File: src/rtl/mul_sign_fix_pkg.sv
package mul_sign_fix_pkg;
  typedef enum logic [1:0] {
    ST_IDLE  = 2'd0,
    ST_FIX_B = 2'd1,
    ST_FIX_A = 2'd2
  } fix_state_t;
endpackage

File: src/rtl/mul_pp_array.sv
module mul_pp_array #(
  parameter int W = 8
) (
  input  logic [W-1:0]   mul_a,
  input  logic [W-1:0]   mul_b,
  output logic [2*W-1:0] mul_p
);
  localparam int PW = 2 * W;

  logic [PW-1:0] acc [0:W];

  assign acc[0] = '0;

  for (genvar i = 0; i < W; i++) begin : g_row
    logic [PW-1:0] row;
    assign row        = {{W{1'b0}}, (mul_b[i] ? mul_a : {W{1'b0}})} << i;
    assign acc[i + 1] = acc[i] + row;
  end

  assign mul_p = acc[W];
endmodule

File: src/rtl/mul_hi_sub.sv
module mul_hi_sub #(
  parameter int W = 8
) (
  input  logic         en,
  input  logic [W-1:0] hi_in,
  input  logic [W-1:0] subtrahend,
  output logic [W-1:0] hi_out
);
  logic [W:0] diff;

  always_comb begin
    diff   = {1'b0, hi_in} - {1'b0, subtrahend};
    hi_out = en ? diff[W-1:0] : hi_in;
  end
endmodule

File: src/rtl/mul_seq_ctrl.sv
module mul_seq_ctrl
  import mul_sign_fix_pkg::*;
(
  input  logic       clk,
  input  logic       rst_n,
  input  logic       start,
  input  logic       signed_mode,
  input  logic       a_neg,
  input  logic       b_neg,
  output logic       accept,
  output fix_state_t state,
  output logic       done
);
  fix_state_t state_nx;
  logic       pend_a, pend_a_nx;
  logic       done_nx;

  assign accept = (state == ST_IDLE) && start;

  always_comb begin
    state_nx  = state;
    pend_a_nx = pend_a;
    done_nx   = 1'b0;
    unique case (state)
      ST_IDLE: begin
        if (start) begin
          if (signed_mode && b_neg) begin
            state_nx  = ST_FIX_B;
            pend_a_nx = a_neg;
          end else if (signed_mode && a_neg) begin
            state_nx  = ST_FIX_A;
            pend_a_nx = 1'b0;
          end else begin
            done_nx   = 1'b1;
          end
        end
      end
      ST_FIX_B: begin
        if (pend_a) begin
          state_nx = ST_FIX_A;
        end else begin
          state_nx = ST_IDLE;
          done_nx  = 1'b1;
        end
        pend_a_nx = 1'b0;
      end
      ST_FIX_A: begin
        state_nx = ST_IDLE;
        done_nx  = 1'b1;
      end
      default: begin
        state_nx = ST_IDLE;
      end
    endcase
  end

  always_ff @(posedge clk or negedge rst_n) begin
    if (!rst_n) begin
      state  <= ST_IDLE;
      pend_a <= 1'b0;
      done   <= 1'b0;
    end else begin
      state  <= state_nx;
      pend_a <= pend_a_nx;
      done   <= done_nx;
    end
  end


  fix_a_last_chk: assert property (@(posedge clk) disable iff (!rst_n)
    (state == ST_FIX_A) |=> (state == ST_IDLE));


  fix_ends_done_chk: assert property (@(posedge clk) disable iff (!rst_n)
    (state == ST_FIX_A) |=> done);
endmodule

File: src/rtl/mul_sign_fix.sv
module mul_sign_fix
  import mul_sign_fix_pkg::*;
#(
  parameter int W = 8
) (
  input  logic         clk,
  input  logic         rst_n,
  input  logic         start,
  input  logic         signed_mode,
  input  logic [W-1:0] op_a,
  input  logic [W-1:0] op_b,
  output logic [W-1:0] prod_hi,
  output logic [W-1:0] prod_lo,
  output logic         done
);
  localparam int PW = 2 * W;

  fix_state_t    state;
  logic          accept;
  logic [W-1:0]  a_q, b_q;
  logic [PW-1:0] raw_p;
  logic [W-1:0]  sub_sel;
  logic [W-1:0]  hi_fixed;
  logic          fix_en;

  mul_seq_ctrl u_ctrl (
    .clk         (clk),
    .rst_n       (rst_n),
    .start       (start),
    .signed_mode (signed_mode),
    .a_neg       (op_a[W-1]),
    .b_neg       (op_b[W-1]),
    .accept      (accept),
    .state       (state),
    .done        (done)
  );

  mul_pp_array #(.W(W)) u_array (
    .mul_a (op_a),
    .mul_b (op_b),
    .mul_p (raw_p)
  );

  assign fix_en  = (state != ST_IDLE);
  assign sub_sel = (state == ST_FIX_B) ? a_q : b_q;

  mul_hi_sub #(.W(W)) u_sub (
    .en         (fix_en),
    .hi_in      (prod_hi),
    .subtrahend (sub_sel),
    .hi_out     (hi_fixed)
  );

  always_ff @(posedge clk or negedge rst_n) begin
    if (!rst_n) begin
      a_q     <= '0;
      b_q     <= '0;
      prod_hi <= '0;
      prod_lo <= '0;
    end else if (accept) begin
      a_q     <= op_a;
      b_q     <= op_b;
      prod_hi <= raw_p[PW-1:W];
      prod_lo <= raw_p[W-1:0];
    end else if (fix_en) begin
      prod_hi <= hi_fixed;
    end
  end


  unsigned_one_cycle_chk: assert property (@(posedge clk) disable iff (!rst_n)
    (state == ST_IDLE && start && !signed_mode) |=> done);


  lo_frozen_chk: assert property (@(posedge clk) disable iff (!rst_n)
    (state != ST_IDLE) |=> $stable(prod_lo));


  done_when_idle_chk: assert property (@(posedge clk) disable iff (!rst_n)
    done |-> (state == ST_IDLE));


  hold_result_chk: assert property (@(posedge clk) disable iff (!rst_n)
    (state == ST_IDLE && !start) |=> ($stable(prod_hi) && $stable(prod_lo) && !done));


  busy_ignores_start_chk: assert property (@(posedge clk) disable iff (!rst_n)
    (state != ST_IDLE) |=> ($stable(a_q) && $stable(b_q)));
endmodule

File: config.mk
export PLATFORM = sky130hd
export DESIGN_NAME = mul_sign_fix
export DESIGN_NICKNAME = d
export VERILOG_FILES = /design/src/rtl/mul_sign_fix_pkg.sv /design/src/rtl/mul_pp_array.sv /design/src/rtl/mul_hi_sub.sv /design/src/rtl/mul_seq_ctrl.sv /design/src/rtl/mul_sign_fix.sv
export SDC_FILE = /design/constraint.sdc
export NUM_CORES = 1
export LEC_CHECK = 0
export ABC_AREA = 1
export BUFFER_PORTS_ARGS = -buffer_cell sky130_fd_sc_hd__buf_2
export CAP_MARGIN = 20
export CORE_UTILIZATION = 55
export CTS_CLUSTER_DIAMETER = 150
export DETAILED_ROUTE_END_ITERATION = 7
export GPL_TIMING_DRIVEN = 1
export MAX_ROUTING_LAYER = met4
export PLACE_DENSITY = 0.71
export REMOVE_ABC_BUFFERS = 1
export SYNTH_ARGS = -nofsm -noshare
export SYNTH_HDL_FRONTEND = slang
export SYNTH_HIERARCHICAL = 1
export SYNTH_SLANG_ARGS = --single-unit
File: constraint.sdc
create_clock -name clk -period 3.5 [get_ports clk]
set_clock_uncertainty 0.2 [all_clocks]
set_input_delay 0.875 -clock clk [delete_from_list [all_inputs] [get_ports clk]]
set_output_delay 0.875 -clock clk [all_outputs]
set_load 0.05 [all_outputs]
Word level (Yosys, flattened, before mapping)
Index checks and enable logic that the tools add are counted.
Widths: inputs -> output; s select.
- word-level logic and storage cells: 53
- bits in registers: 36
- $add $sub $neg: 8
- mux-type cells: 25
- reductions and logical operators: 9
- equal/unequal tests: 4
- operator list (cell ; number):
    $mux 8 ; 11
    $add 16x10->16 ; 1
    $add 16x11->16 ; 1
    $add 16x12->16 ; 1
    $add 16x13->16 ; 1
    $add 16x14->16 ; 1
    $add 16x15->16 ; 1
    $add 8x9->10 ; 1
    $mux 2 ; 4
    $sub 8x8->8 ; 1
    $mux 1 ; 7
    $reduce_bool 2->1 ; 3
    $pmux 2 s2 ; 1
    $logic_and 1x1->1 ; 3
    $ne 3x3->1 const B ; 1
    $pmux 1 s3 ; 1
    $reduce_and 3->1 ; 1
    $eq 2x1->1 const B ; 1
    $eq 2x2->1 const B ; 1
    $logic_not 2->1 ; 1
    $ne 2x2->1 const B ; 1
    $pmux 1 s2 ; 1
    $reduce_and 2->1 ; 1

Depth between registers and ports, before layout
- depth after elaboration: 9
- depth in mapped cells: 31
- mapped depth without buffers: 30

By module
Netlist, hierarchy kept.
- by module, submodules not included (module ; area an instance (um^2) ; cells an instance ; seq. area each (um^2) ; times used):
    mul_pp_array ; 2223.4 ; 349 ; 0.0 ; 1
    mul_sign_fix ; 1407.6 ; 182 ; 800.8 ; 1
    mul_hi_sub ; 449.2 ; 81 ; 0.0 ; 1
    mul_seq_ctrl ; 249.0 ; 33 ; 100.1 ; 1

Worst setup path before layout
No wires, ideal clock.
- kind: input-to-reg
- start point: input op_b[0]
- end point: register prod_hi[5]
- path buffers: 1
- data required time: 3.181 ns
- path slack: -2.650 ns
- stages: 27
- setup time: 0.119 ns
- arrival: 5.831 ns
- cells stage by stage: clkbuf_1 -> nand2_1 -> fa_1 -> fa_1 -> inv_1 -> fa_1 -> inv_1 -> fa_1 -> inv_1 -> nand2_1 -> nand2_1 -> nand2_1 -> xnor2_1 -> fa_1 -> inv_1 -> fa_1 -> fa_1 -> inv_1 -> nand2_1 -> nand2_2 -> nand3b_1 -> nand3_1 -> nand2_1 -> nand2_1 -> nand2_1 -> nand2_1 -> nand2_1
- word-level cells in the longest chain between the ends: 9
- ends and longest elaborated chain (element ; RTL line ; RTL):
    start, declared ; mul_sign_fix.sv:11 ; input logic [W-1:0] op_b,
    $mux 8 ; mul_pp_array.sv:16 ; assign row = {{W{1'b0}}, (mul_b[i] ? mul_a : {W{1'b0}})} << i;
    $add 8x9->10 ; mul_pp_array.sv:17 ; assign acc[i + 1] = acc[i] + row;
    $add 16x10->16 ; mul_pp_array.sv:17 ;
    $add 16x11->16 ; mul_pp_array.sv:17 ;
    $add 16x12->16 ; mul_pp_array.sv:17 ;
    $add 16x13->16 ; mul_pp_array.sv:17 ;
    $add 16x14->16 ; mul_pp_array.sv:17 ;
    $add 16x15->16 ; mul_pp_array.sv:17 ;
    net raw_p[13] ; mul_sign_fix.sv:21 ; logic [PW-1:0] raw_p;
    $mux 8 ; mul_sign_fix.sv:60 ; end else if (accept) begin
    end signal, assigned ; mul_sign_fix.sv:63 ; prod_hi <= raw_p[PW-1:W];
    end signal, assigned ; mul_sign_fix.sv:66 ; prod_hi <= hi_fixed;
    end, declared ; mul_sign_fix.sv:12 ; output logic [W-1:0] prod_hi,
The timed path passes the listed nets, and every way through them passes these cells.
A chain may end at the register's enable or synchronous reset.

Final worst setup path
- start point: input op_b[2]
- end point: register prod_hi[6]
- word-level cells in the longest chain between the ends: 8
- ends and longest elaborated chain (element ; RTL line):
    $mux 8 ; mul_pp_array.sv:16
    $add 16x10->16 ; mul_pp_array.sv:17
    $add 16x11->16 ; mul_pp_array.sv:17
    $add 16x12->16 ; mul_pp_array.sv:17
    $add 16x13->16 ; mul_pp_array.sv:17
    $add 16x14->16 ; mul_pp_array.sv:17
    $add 16x15->16 ; mul_pp_array.sv:17
    net raw_p[14] ; mul_sign_fix.sv:21
    $mux 8 ; mul_sign_fix.sv:60
The timed path passes the listed nets, and every way through them passes these cells.

==> results_dict.tcl <==
set metrics [dict create \
    crit_type "input pin to register" \
    drv_slew 0 \
    grt_usage 0.2656 \
    failed_checks "setup timing" \
    syn_area_per_cell_um2 6.712 \
    critPathLaunchType "input pin" \
    hold_class "register to register" \
    fin_total_pwr_mw 4.002 \
    layout_commonest_cell "nand2_1" \
    cp.required_ps 3480 \
    worstSetupStartpoint "op_b[2]" \
    yosysSeqAreaShare 0.2081 \
    synth_cell_types 26 \
    hold_viol 0 \
    drc 0 \
    cts_tree "yes" \
    synth_seq_cells 36 \
    gp_congestion 0.8872 \
    die-width_um 90.72 \
    maxClockFrequency_mhz 176.3 \
    fin_area_um2 5321 \
    critPathCapture "prod_hi[6]" \
    core_um2 7447 \
    place_area_um2 4857 \
    cp_common_cell "nand2_1" \
    slew_headroom 0.4639 \
    grt_pass1_vias 3955 \
    port_buffers 36 \
    wl_met1_um 4667 \
    r2r-start "u_ctrl/state[1]" \
    final_net_count 803 \
    final_cell_mix "nand2_1, inv_1, buf_4" \
    worstSetupEndpointType "register" \
    drv_cap 0 \
    synth_cells 645 \
    hpwl_um 7425 \
    final_layout_size_suffix_gt1_frac 0.2430 \
    dr_total_vias 3951 \
    drtAntennaViolNets 0 \
    met2_length_um 4882 \
    rsz0062_at_grt "true" \
    max_slew.worst_pin.slew_ps 804.2 \
    cp_slowest_cell "fa_1" \
    ys_warn_count 6 \
    routed_wl_um 9898 \
    ff2ff_path_depth 16 \
    fp.dieH_um 90.72 \
    post-route-period-util 1.621 \
    power_density_nw_per_um2 752.0 \
    n_antenna_cell 0 \
    cp.depth 29 \
    clk_latency_ps 290 \
    setup_slack_ps -2172 \
    p_leak_nw 3.285 \
    worstPathArrival_ps 5650 \
    htree_levels 2 \
    highest_layer "met4" \
    die-area_um2 8230 \
    reg2reg_setup_slack_ps 580 \
    io_pins 37 \
    path_max_fanout 6 \
    syn_area_um2 4329 \
    worst_r2r_endpoint "prod_hi[6]" \
    syn_to_final_growth_pct 22.92 \
    cpLargestDelayFamily "adder cells" \
    grt_max_degree 42 \
    rows 31 \
    antenna_found_initial 0 \
    post-route-min-period_ps 5672 \
    crit_buf_inv 6 \
    firstDrtPassIters 4 \
    cts_inserted_buffers 5 \
    cts_buffer_depth 2 \
    dr.first_iter.drc_count 200 \
    wl_per_cell_um 12.20 \
    setup_viol 11 \
    ctsRootBufferMaster "clkbuf_8" \
    clk_pin_slew_ps 80 \
    cts_hold_buffers 0 \
    clock-sinks 36 \
    wl_met3_um 277 \
    grt_overflow_total 0 \
    critical_path.max_stage_delay_ps 570 \
    ir_worst_vdd_mv 0.3024 \
    via_per_inst 4.872 \
    initial_core_util 0.5813 \
    grt_first_pass_wirelength_um 17350 \
    status "finished with violations" \
]
==> worst min-delay path by stage <==
stage,cells past startpoint,endpoint,start,slack (ps)
6_report,2,prod_lo[0],prod_lo[0],270
5_1_grt,2,b_q[7],b_q[7],290
4_1_cts,2,prod_lo[2],prod_lo[2],270
3_5_place_dp,2,prod_lo[2],prod_lo[2],250
3_3_place_gp,2,prod_lo[7],prod_lo[7],250
2_1_floorplan,2,b_q[0],b_q[0],240
==> final cells by class <==
class                   instances  area, um2
clock buffers                   6      72.57
flip-flops and latches         36      900.9
well taps                      99      123.9
fillers                       631       2126
repair buffers                 83      595.6
clock inverters                 2      35.03
multi-input cells             444       3064
inverters                     141      529.3
==> power breakdown <==
| group | switching [mW] | leakage, nW | internal [mW] |
|---|---|---|---|
| clock network | 0.151 | 0.0552 | 0.211 |
| registers | 0.0932 | 0.450 | 0.551 |
| logic | 1.73 | 2.78 | 1.27 |
==> logic make-up (layout without fill, tap and decap cells) <==
family / after synthesis / in the layout / share of synthesized area
AO/OA/AOI/OAI: 28 / 28 / 0.03382
AND/OR/NAND/NOR: 336 / 336 / 0.3280
flip-flops: 36 / 36 / 0.2081
buffers and inverters: 165 / 232 / 0.1451
adder cells (fa/ha/maj): 72 / 72 / 0.2688
XOR/XNOR: 8 / 8 / 0.01618
==> sequential cells by signal (all words and copies together) (netlist names) <==
name           count
prod_lo            8
prod_hi            8
a_q                8
u_ctrl/pend_a      1
u_ctrl/done        1
b_q                8
u_ctrl/state       2
==> synth_stat cells, drive strengths merged <==
cell	number	area, um2
a21oi	7	38.79
a22oi	1	7.510
buf	7	35.03
clkbuf	17	63.81
dfrtp	36	900.9
fa	35	700.7
ha	37	462.9
inv	141	529.3
nand2	273	1035
nand3	34	195.2
nand3b	6	57.56
nor2	17	86.33
nor3	1	5.000
o21ai	20	100.1
or2	5	41.29
xnor2	4	35.03
xor2	4	35.03
==> stage by stage <==
stage | TNS (ps) | cells | worst slack, ps | util | hold slack, ps
CTS | -18780 | 810 | -2145 | 0.6956 | 273.7
floorplan | -21590 | 621 | -2427 | - | 242.2
detailed placement | -25280 | 799 | -2745 | 0.6522 | 254.5
global placement | -24740 | 799 | -2688 | 0.6522 | 250.1
finish | -19330 | 811 | -2172 | 0.7146 | 267.9
global route | -21100 | 811 | -2402 | 0.7146 | 288.0
==> routing by layer <==
metal / GRT usage / vias up
met4: 0.05914 / 0
met5: - / -
met1: 0.3380 / 1832
met2: 0.4552 / 89
met3: 0.02862 / 8
li1: - / 2022
==> tightest hold or removal path, delay by kind of cell, from the launching register on <==
family	cells	cell delay (ps)
flip-flops	1	340
AND/OR/NAND/NOR	2	90
==> what timing repair did <==
item	CTS	global route
setup endpoints to repair	11	11
hold endpoints to repair	0	0
pin swaps	55	27
buffers inserted	3	1
gates resized for setup	45	39
Power figures use the tool's default switching activity.
